$ cat src/rtl/fact_pkg.sv
package fact_pkg;

    localparam int DATA_W = 32;
    localparam int STRB_W = DATA_W / 8;
    localparam int N_EV   = 2;

    // word index (byte offset >> 2); software depends on these
    typedef enum logic [2:0] {
        R_CTRL = 3'd0,
        R_GIE  = 3'd1,
        R_IER  = 3'd2,
        R_ISR  = 3'd3,
        R_RES  = 3'd4,
        R_OPND = 3'd6
    } reg_idx_e;

    // event positions shared by enable and status registers
    localparam int EV_DONE  = 0;
    localparam int EV_READY = 1;

    // control word bit positions
    localparam int CB_START = 0;
    localparam int CB_DONE  = 1;
    localparam int CB_IDLE  = 2;
    localparam int CB_READY = 3;

    localparam logic [1:0] RESP_OKAY = 2'b00;

    typedef enum logic [1:0] {
        L_IDLE,
        L_RUN,
        L_FIN
    } loop_state_e;

    typedef struct packed {
        logic [DATA_W-1:0] prod;
        logic [DATA_W-1:0] idx;
        logic [DATA_W-1:0] lim;
        logic              phase;
    } loop_t;

    function automatic logic [DATA_W-1:0] merge_lanes(
        input logic [DATA_W-1:0] old_v,
        input logic [DATA_W-1:0] new_v,
        input logic [STRB_W-1:0] strb
    );
        logic [DATA_W-1:0] r;
        r = old_v;
        for (int b = 0; b < STRB_W; b++) begin
            if (strb[b]) r[b*8 +: 8] = new_v[b*8 +: 8];
        end
        return r;
    endfunction

endpackage

$ cat src/rtl/fact_axil_port.sv
module fact_axil_port
    import fact_pkg::*;
#(
    parameter int ADDR_W = 5
) (
    input  logic              clk,
    input  logic              rst,
    input  logic [ADDR_W-1:0] s_awaddr,
    input  logic              s_awvalid,
    output logic              s_awready,
    input  logic [DATA_W-1:0] s_wdata,
    input  logic [STRB_W-1:0] s_wstrb,
    input  logic              s_wvalid,
    output logic              s_wready,
    output logic [1:0]        s_bresp,
    output logic              s_bvalid,
    input  logic              s_bready,
    input  logic [ADDR_W-1:0] s_araddr,
    input  logic              s_arvalid,
    output logic              s_arready,
    output logic [DATA_W-1:0] s_rdata,
    output logic [1:0]        s_rresp,
    output logic              s_rvalid,
    input  logic              s_rready,
    output logic              wr_fire,
    output logic [ADDR_W-1:0] wr_addr,
    output logic [DATA_W-1:0] wr_data,
    output logic [STRB_W-1:0] wr_strb,
    output logic              rd_fire,
    output logic [ADDR_W-1:0] rd_addr,
    input  logic [DATA_W-1:0] rd_data
);

    logic              bvalid_q;
    logic              rvalid_q;
    logic [DATA_W-1:0] rdata_q;

    // address and data are taken together, once the previous response is gone
    assign wr_fire   = s_awvalid & s_wvalid & ~bvalid_q;
    assign s_awready = wr_fire;
    assign s_wready  = wr_fire;
    assign wr_addr   = s_awaddr;
    assign wr_data   = s_wdata;
    assign wr_strb   = s_wstrb;

    always_ff @(posedge clk) begin
        if (rst)           bvalid_q <= 1'b0;
        else if (wr_fire)  bvalid_q <= 1'b1;
        else if (s_bready) bvalid_q <= 1'b0;
    end

    assign s_bvalid = bvalid_q;
    assign s_bresp  = RESP_OKAY;

    assign s_arready = ~rvalid_q;
    assign rd_fire   = s_arvalid & ~rvalid_q;
    assign rd_addr   = s_araddr;

    always_ff @(posedge clk) begin
        if (rst) begin
            rvalid_q <= 1'b0;
            rdata_q  <= '0;
        end else if (rd_fire) begin
            rvalid_q <= 1'b1;
            rdata_q  <= rd_data;
        end else if (s_rready) begin
            rvalid_q <= 1'b0;
        end
    end

    assign s_rvalid = rvalid_q;
    assign s_rdata  = rdata_q;
    assign s_rresp  = RESP_OKAY;

endmodule

$ cat src/rtl/fact_mul_loop.sv
module fact_mul_loop
    import fact_pkg::*;
(
    input  logic              clk,
    input  logic              rst,
    input  logic              start,
    input  logic [DATA_W-1:0] operand,
    output logic              idle,
    output logic              done,
    output logic [DATA_W-1:0] result
);

    loop_state_e       st;
    loop_t             lp;
    logic [DATA_W-1:0] result_q;

    assign idle   = (st == L_IDLE);
    assign done   = (st == L_FIN);
    assign result = result_q;

    always_ff @(posedge clk) begin
        if (rst) begin
            st       <= L_IDLE;
            lp       <= '{prod: DATA_W'(1), idx: DATA_W'(1), lim: '0, phase: 1'b0};
            result_q <= '0;
        end else begin
            unique case (st)
                L_IDLE: if (start) begin
                    lp <= '{prod: DATA_W'(1), idx: DATA_W'(1), lim: operand, phase: 1'b0};
                    st <= ($signed(operand) < 1) ? L_FIN : L_RUN;
                end
                L_RUN: begin
                    lp.phase <= ~lp.phase;
                    if (lp.phase) begin
                        lp.prod <= lp.prod * lp.idx;
                        if (lp.idx == lp.lim) st <= L_FIN;
                        else                  lp.idx <= lp.idx + DATA_W'(1);
                    end
                end
                L_FIN: begin
                    result_q <= lp.prod;
                    st       <= L_IDLE;
                end
                default: st <= L_IDLE;
            endcase
        end
    end

endmodule

$ cat src/rtl/fact_irq.sv
module fact_irq
    import fact_pkg::*;
(
    input  logic            clk,
    input  logic            rst,
    input  logic            gie_wr,
    input  logic            ier_wr,
    input  logic            isr_wr,
    input  logic [N_EV-1:0] wbits,
    input  logic [N_EV-1:0] events,
    output logic            gie,
    output logic [N_EV-1:0] ier,
    output logic [N_EV-1:0] isr,
    output logic            irq
);

    always_ff @(posedge clk) begin
        if (rst) begin
            gie <= 1'b0;
            ier <= '0;
        end else begin
            if (gie_wr) gie <= wbits[0];
            if (ier_wr) ier <= wbits;
        end
    end

    // an event that arrives in the same cycle as a clear wins
    for (genvar b = 0; b < N_EV; b++) begin : g_src
        always_ff @(posedge clk) begin
            if (rst)                       isr[b] <= 1'b0;
            else if (events[b] & ier[b])   isr[b] <= 1'b1;
            else if (isr_wr & wbits[b])    isr[b] <= 1'b0;
        end
    end

    assign irq = gie & |(ier & isr);

endmodule

$ cat src/rtl/fact_engine.sv
module fact_engine
    import fact_pkg::*;
#(
    parameter int ADDR_W = 5
) (
    input  logic              clk,
    input  logic              rst,
    input  logic [ADDR_W-1:0] s_axil_awaddr,
    input  logic              s_axil_awvalid,
    output logic              s_axil_awready,
    input  logic [31:0]       s_axil_wdata,
    input  logic [3:0]        s_axil_wstrb,
    input  logic              s_axil_wvalid,
    output logic              s_axil_wready,
    output logic [1:0]        s_axil_bresp,
    output logic              s_axil_bvalid,
    input  logic              s_axil_bready,
    input  logic [ADDR_W-1:0] s_axil_araddr,
    input  logic              s_axil_arvalid,
    output logic              s_axil_arready,
    output logic [31:0]       s_axil_rdata,
    output logic [1:0]        s_axil_rresp,
    output logic              s_axil_rvalid,
    input  logic              s_axil_rready,
    output logic              irq
);

    localparam int IDX_W = ADDR_W - 2;

    logic              wr_fire, rd_fire;
    logic [ADDR_W-1:0] wr_addr, rd_addr;
    logic [DATA_W-1:0] wr_data, rd_data;
    logic [STRB_W-1:0] wr_strb;
    logic [IDX_W-1:0]  wr_idx, rd_idx;

    logic              start_pend, done_flag, accept;
    logic [DATA_W-1:0] operand_q, result;
    logic              loop_idle, loop_done;
    logic              gie;
    logic [N_EV-1:0]   ier, isr, events;
    logic              wr_ctrl, wr_opnd, rd_ctrl;

    fact_axil_port #(.ADDR_W(ADDR_W)) i_port (
        .clk(clk), .rst(rst),
        .s_awaddr(s_axil_awaddr), .s_awvalid(s_axil_awvalid), .s_awready(s_axil_awready),
        .s_wdata(s_axil_wdata), .s_wstrb(s_axil_wstrb), .s_wvalid(s_axil_wvalid),
        .s_wready(s_axil_wready), .s_bresp(s_axil_bresp), .s_bvalid(s_axil_bvalid),
        .s_bready(s_axil_bready), .s_araddr(s_axil_araddr), .s_arvalid(s_axil_arvalid),
        .s_arready(s_axil_arready), .s_rdata(s_axil_rdata), .s_rresp(s_axil_rresp),
        .s_rvalid(s_axil_rvalid), .s_rready(s_axil_rready),
        .wr_fire(wr_fire), .wr_addr(wr_addr), .wr_data(wr_data), .wr_strb(wr_strb),
        .rd_fire(rd_fire), .rd_addr(rd_addr), .rd_data(rd_data)
    );

    assign wr_idx = wr_addr[ADDR_W-1:2];
    assign rd_idx = rd_addr[ADDR_W-1:2];

    assign wr_ctrl = wr_fire & (wr_idx == IDX_W'(R_CTRL));
    assign wr_opnd = wr_fire & (wr_idx == IDX_W'(R_OPND));
    assign rd_ctrl = rd_fire & (rd_idx == IDX_W'(R_CTRL));

    assign accept = start_pend & loop_idle;

    always_ff @(posedge clk) begin
        if (rst) begin
            start_pend <= 1'b0;
            done_flag  <= 1'b0;
            operand_q  <= '0;
        end else begin
            if (wr_ctrl & wr_strb[0] & wr_data[CB_START]) start_pend <= 1'b1;
            else if (accept)                               start_pend <= 1'b0;

            if (loop_done)    done_flag <= 1'b1;
            else if (rd_ctrl) done_flag <= 1'b0;

            if (wr_opnd) operand_q <= merge_lanes(operand_q, wr_data, wr_strb);
        end
    end

    fact_mul_loop i_loop (
        .clk(clk), .rst(rst), .start(accept), .operand(operand_q),
        .idle(loop_idle), .done(loop_done), .result(result)
    );

    assign events[EV_DONE]  = loop_done;
    assign events[EV_READY] = accept;

    fact_irq i_irq (
        .clk(clk), .rst(rst),
        .gie_wr(wr_fire & (wr_idx == IDX_W'(R_GIE)) & wr_strb[0]),
        .ier_wr(wr_fire & (wr_idx == IDX_W'(R_IER)) & wr_strb[0]),
        .isr_wr(wr_fire & (wr_idx == IDX_W'(R_ISR)) & wr_strb[0]),
        .wbits(wr_data[N_EV-1:0]), .events(events),
        .gie(gie), .ier(ier), .isr(isr), .irq(irq)
    );

    always_comb begin
        rd_data = '0;
        unique case (rd_idx)
            IDX_W'(R_CTRL): begin
                rd_data[CB_START] = start_pend;
                rd_data[CB_DONE]  = done_flag;
                rd_data[CB_IDLE]  = loop_idle;
                rd_data[CB_READY] = loop_idle & ~start_pend;
            end
            IDX_W'(R_GIE):  rd_data[0] = gie;
            IDX_W'(R_IER):  rd_data[N_EV-1:0] = ier;
            IDX_W'(R_ISR):  rd_data[N_EV-1:0] = isr;
            IDX_W'(R_RES):  rd_data = result;
            IDX_W'(R_OPND): rd_data = operand_q;
            default:        rd_data = '0;
        endcase
    end

endmodule

$ cat config.mk
export PLATFORM = sky130hd
export DESIGN_NAME = fact_engine
export DESIGN_NICKNAME = d
export VERILOG_FILES = /design/src/rtl/fact_pkg.sv /design/src/rtl/fact_axil_port.sv /design/src/rtl/fact_mul_loop.sv /design/src/rtl/fact_irq.sv /design/src/rtl/fact_engine.sv
export SDC_FILE = /design/constraint.sdc
export NUM_CORES = 2
export LEC_CHECK = 0
export BUFFER_PORTS_ARGS = -buffer_cell sky130_fd_sc_hd__buf_4
export CAP_MARGIN = 20
export CORE_UTILIZATION = 30
export DETAILED_ROUTE_END_ITERATION = 12
export RECOVER_POWER = 50
export SLEW_MARGIN = 10
export SYNTH_ARGS = -nofsm -noshare
export SYNTH_HDL_FRONTEND = slang
export SYNTH_HIERARCHICAL = 1
export SYNTH_SLANG_ARGS = --single-unit
$ cat constraint.sdc
create_clock -name clk -period 14.22 [get_ports clk]
set_input_delay 1.422 -clock clk [delete_from_list [all_inputs] [get_ports clk]]
set_output_delay 1.422 -clock clk [all_outputs]
set_load 0.01 [all_outputs]
After elaboration in Yosys (flattened, before gate mapping)
Cells that the tools add are included.
Word-level totals
  bits of input ports: 53
  flip-flop bits (word level): 204
  word-level logic and storage cells: 110
  output and inout bits: 42
Cells by class
  reductions and logical operators: 20
  bitwise logic cells: 26
  $lt $le $gt $ge: 1
  muxes and demuxes: 26
  add/subtract/negate cells: 1
  equal/unequal tests: 16
  $mul: 1
Operators by type and width (count)
  64-bit case mux with 2 select lines: 1
  97-bit two-way mux: 1
  64-bit two-way mux: 1
  28-bit case mux with 2 select lines: 1
  32-bit by 1-bit adder with 32-bit output (second input constant): 1
  32-bit == test: 1
  32-bit by 2-bit less-than comparator with 1-bit output (second input constant): 1
  32-bit by 32-bit multiplier with 32-bit output: 1
  32-bit two-way mux: 1
  1-bit bitwise AND: 21
  2-bit nonzero test: 7
  3-bit by 2-bit == test with 1-bit output (second input constant): 4
  1-bit two-way mux: 12
  2-bit AND reduction: 6
  3-bit == test (second input constant): 3
  2-bit two-way mux: 4
  3-bit by 1-bit == test with 1-bit output (second input constant): 2
  3-bit zero test: 2
  1-bit case mux with 6 select lines: 1
  2-bit case mux with 3 select lines: 1
  3-bit AND reduction: 2
  1-bit case mux with 5 select lines: 1
  2-bit by 1-bit inequality test with 1-bit output (second input constant): 2
  2-bit inequality test (second input constant): 2
  other kinds (9): 12

Depth between registers and ports, before layout
  word-level depth: 7
  depth in mapped cells: 27
  depth with buffers taken out: 25

Modules after synthesis
The synthesis kept the hierarchy.
Modules (own cells, without submodules)
  fact_mul_loop: area an instance 20996.4 sq um, times used 1, cells each 2363
  fact_engine: area an instance 2129.5 sq um, times used 1, cells each 224
  fact_axil_port: area an instance 1949.4 sq um, times used 1, cells each 207
  fact_irq: area an instance 192.7 sq um, times used 1, cells each 19

Least setup slack after synthesis
OpenSTA, ideal clock, no wires.
  path kind: register to register
  start point: reg i_loop/lp[39] (netlist bit)
  end point: reg i_loop/lp[96] (netlist bit)
  buffers on the path: 2
  cell stages (with the launch flop): 26
  period minus slack after synthesis: 6.943 ns
  path slack: 7.277 ns
  data required time: 14.103 ns
  library setup time: 0.117 ns
  arrival: 6.826 ns
  cells stage by stage: dfxtp_1 > clkbuf_1 > clkbuf_1 > and2_1 > fa_1 > fa_1 > fa_1 > inv_1 > fa_1 > inv_1 > fa_1 > inv_1 > fa_1 > inv_1 > fa_1 > fa_1 > ha_1 > a21o_1 > a211o_1 > o21ai_0 > o2111ai_1 > a31oi_1 > o21bai_1 > a21oi_1 > xnor2_1 > a22o_1
Between the ends
  word-level cells in the longest chain between the ends: 3
RTL lines
  start: declaration: line fact_mul_loop.sv:14  | loop_t lp;
  start signal: assignment: line fact_mul_loop.sv:24  | lp <= '{prod: DATA_W'(1), idx: DATA_W'(1), lim: '0, phase: 1'b0};
  start signal: assignment: line fact_mul_loop.sv:29  | lp <= '{prod: DATA_W'(1), idx: DATA_W'(1), lim: operand, phase: 1'b0};
  32-bit by 32-bit multiplier with 32-bit output: line fact_mul_loop.sv:35  | lp.prod <= lp.prod * lp.idx;
  64-bit two-way mux: line fact_mul_loop.sv:34  | if (lp.phase) begin
  64-bit case mux with 2 select lines: line fact_mul_loop.sv:27  | unique case (st)
No other way between the ends. The select of a mux whose other input is x is not followed.
A chain may end at the register's enable or synchronous reset.

Worst setup path in the final report
  start point: reg i_loop/lp[74] (netlist bit)
  end point: reg i_loop/lp[96] (netlist bit)
Same word-level chain as after synthesis.

==> flow_metrics.env <==
export IMPL_crit_arrival_ns=8.24
export IMPL_status="complete, but fails checks"
export IMPL_clock_sinks=204
export IMPL_gp_congestion=0.861
export IMPL_power_uw=1210
export IMPL_ir_worst_vdd_uv=59.7
export IMPL_dieHeight_um=292
export IMPL_postCtsHoldBufs=0
export IMPL_dpl_cell_area_um2=26400
export IMPL_place_hpwl_um=51800
export IMPL_setup_viol=0
export IMPL_ios=95
export IMPL_cts_made_buffers=23
export IMPL_yosysWarnings=6
export IMPL_grt_pass1_vias=19400
export IMPL_clock_skew_ns=0.0200
export IMPL_rsz0062_at_grt="no"
export IMPL_routed_wirelength_um=69600
export IMPL_dr_pass1_iters=5
export IMPL_clock_latency_ns=0.55
export IMPL_dieArea_um2=85300
export IMPL_multiInputGateArea_um2=18500
export IMPL_portBuffers=86
export IMPL_antenna_found_initial=0
export IMPL_finalNonFillerCells=3829
export IMPL_syn_inst=2809
export IMPL_clockBufferDepth=3
export IMPL_path_max_fanout=15
export IMPL_start_kind="flop"
export IMPL_grtUsageTotal_pct=16.5
export IMPL_powerDensity_nw_per_um2=44.8
export IMPL_cp_data_required_time_ns=14.65
export IMPL_cts_reportedPaths_clkPinSlew_ns=0.06
export IMPL_die_x_um=292
export IMPL_vias=18600
export IMPL_seq_area_um2=4090
export IMPL_utilization_pct=32.3
export IMPL_power_leakage_uw=0.0118
export IMPL_vias_per_cell=4.85
export IMPL_nets=3317
export IMPL_hold_class="reg -> reg"
export IMPL_postCtsSetupRepairBufs=0
export IMPL_cts_root_buf="clkbuf_16"
export IMPL_route_detailed_drc=0
export IMPL_crit_type="reg -> reg"
export IMPL_layout_min_cycle_time_ns=7.81
export IMPL_maxCapViolCount=8
export IMPL_cts_resized=0
export IMPL_synth_area_um2=25200
export IMPL_core_rowCount=106
export IMPL_drt_initial_drc_count=1243
export IMPL_ant_nets=0
export IMPL_wl_per_cell_um=18.2
export IMPL_tritoncts="yes"
export IMPL_start_util_pct=30.3
export IMPL_grt_first_pass_wirelength_um=111000
export IMPL_reg2reg_slack_ns=6.41
export IMPL_h_tree_depth=1
export IMPL_synth_avg_cell_area_um2=8.98
export IMPL_drive_above_1_share_pct=6.91
export IMPL_dp_cells=3784
export IMPL_hold_viol=0
export IMPL_relSlewSlack_pct=-136
export IMPL_violations="capacitance limit, slew limit"
export IMPL_fmax_ghz=0.128
export IMPL_critPathCaptureType="flop"
export IMPL_area_growth_pct=6.90
export IMPL_worstMarginPinSlew_ns=3.54
export IMPL_overflow=0
export IMPL_fin_crit_sh_pct=54.9
export IMPL_grt_max_degree=110
export IMPL_slew_violations=355
export IMPL_setup_tns_ns=0
export IMPL_fillCellCount=8666
export IMPL_fin_area_um2=27000
export IMPL_core_area_um2=83400
==> metrics by stage <==
step | worst slack, ns | hold WS (ns)
6_report | 6.41 | 0.455
5_1_grt | 6.01 | 0.473
4_1_cts | 6.34 | 0.458
3_5_place_dp | 6.35 | 0.449
3_3_place_gp | 6.38 | 0.443
2_1_floorplan | 7.28 | 0.436
==> layout by cell type, fill, tap and decap left out, types with 32 or more instances in the layout <==
cell / instances
and2_1: 313
xnor2_1: 117
dfxtp_1: 200
nand4b_1: 32
inv_1: 393
nand2b_1: 73
clkbuf_1: 48
o21ai_2: 32
nand4bb_1: 32
ha_1: 124
nand2_1: 380
o21ai_0: 42
a22o_1: 53
buf_4: 91
fa_1: 408
a21oi_1: 99
nor2_1: 50
==> where the power goes <==
group,internal (uW),leakage (uW),total [uW],switching [uW]
Combinational,22.3,0.00975,52.1,29.8
Clock,326,0.000361,582,256
Sequential,573,0.00165,575,2.13
Total,921,0.0118,1210,288
==> sequential cells by signal, indices dropped and copies added (netlist names), 2 cells and up <==
name and flops:
i_loop/st 2, i_loop/lp 97, i_irq/isr 2, i_port/s_rdata 32, operand_q 32, i_irq/ier 2, i_loop/result 32
==> worst max-delay path, cell delays in order, from the launching register on <==
cell	delay [ns]
dfxtp_1	0.82
buf_4	0.41
nand2_1	0.13
fa_1	0.44
inv_1	0.07
fa_1	0.43
fa_1	0.52
inv_1	0.05
fa_1	0.47
inv_1	0.05
fa_1	0.50
inv_1	0.06
fa_1	0.54
inv_1	0.05
fa_1	0.48
fa_1	0.39
ha_1	0.40
and3_1	0.22
a211o_1	0.30
o21ai_0	0.25
o2111ai_1	0.20
a31oi_1	0.30
o21bai_1	0.10
a21oi_1	0.20
xnor2_1	0.10
a22o_1	0.19
==> final timing paths <==
| path | startpoint | to | cells after the start |
|---|---|---|---|
| worst max-delay path | i_loop/lp[74]$_SDFFE_PP0P_ | i_loop/lp[96]$_SDFFE_PP0P_ | 25 |
| worst min-delay path | i_loop/result[10]$_SDFFE_PP0P_ | i_loop/result[10]$_SDFFE_PP0P_ | 2 |
| worst max register to register | i_loop/lp[74]$_SDFFE_PP0P_ | i_loop/lp[96]$_SDFFE_PP0P_ | 25 |
| worst min register to register | i_loop/result[10]$_SDFFE_PP0P_ | i_loop/result[10]$_SDFFE_PP0P_ | 2 |
==> cell type report <==
| cell class | count | area share (%) |
|---|---|---|
| Antenna cell | 1 | 0.00928 |
| Multi-Input combinational cell | 1973 | 68.4 |
| Tap cell | 1080 | 5.01 |
| Clock buffer | 31 | 2.43 |
| Inverter | 393 | 5.47 |
| Clock inverter | 10 | 0.274 |
| Sequential cell | 204 | 15.2 |
| Timing Repair Buffer | 137 | 3.21 |
==> routing by layer <==
metal	GRT usage, %	part of all wire [%]
met3	2.05	5.4
met2	27.3	47
met4	2.71	1.6
met5	0	0
met1	23.4	46
Power figures use the tool's default switching activity.
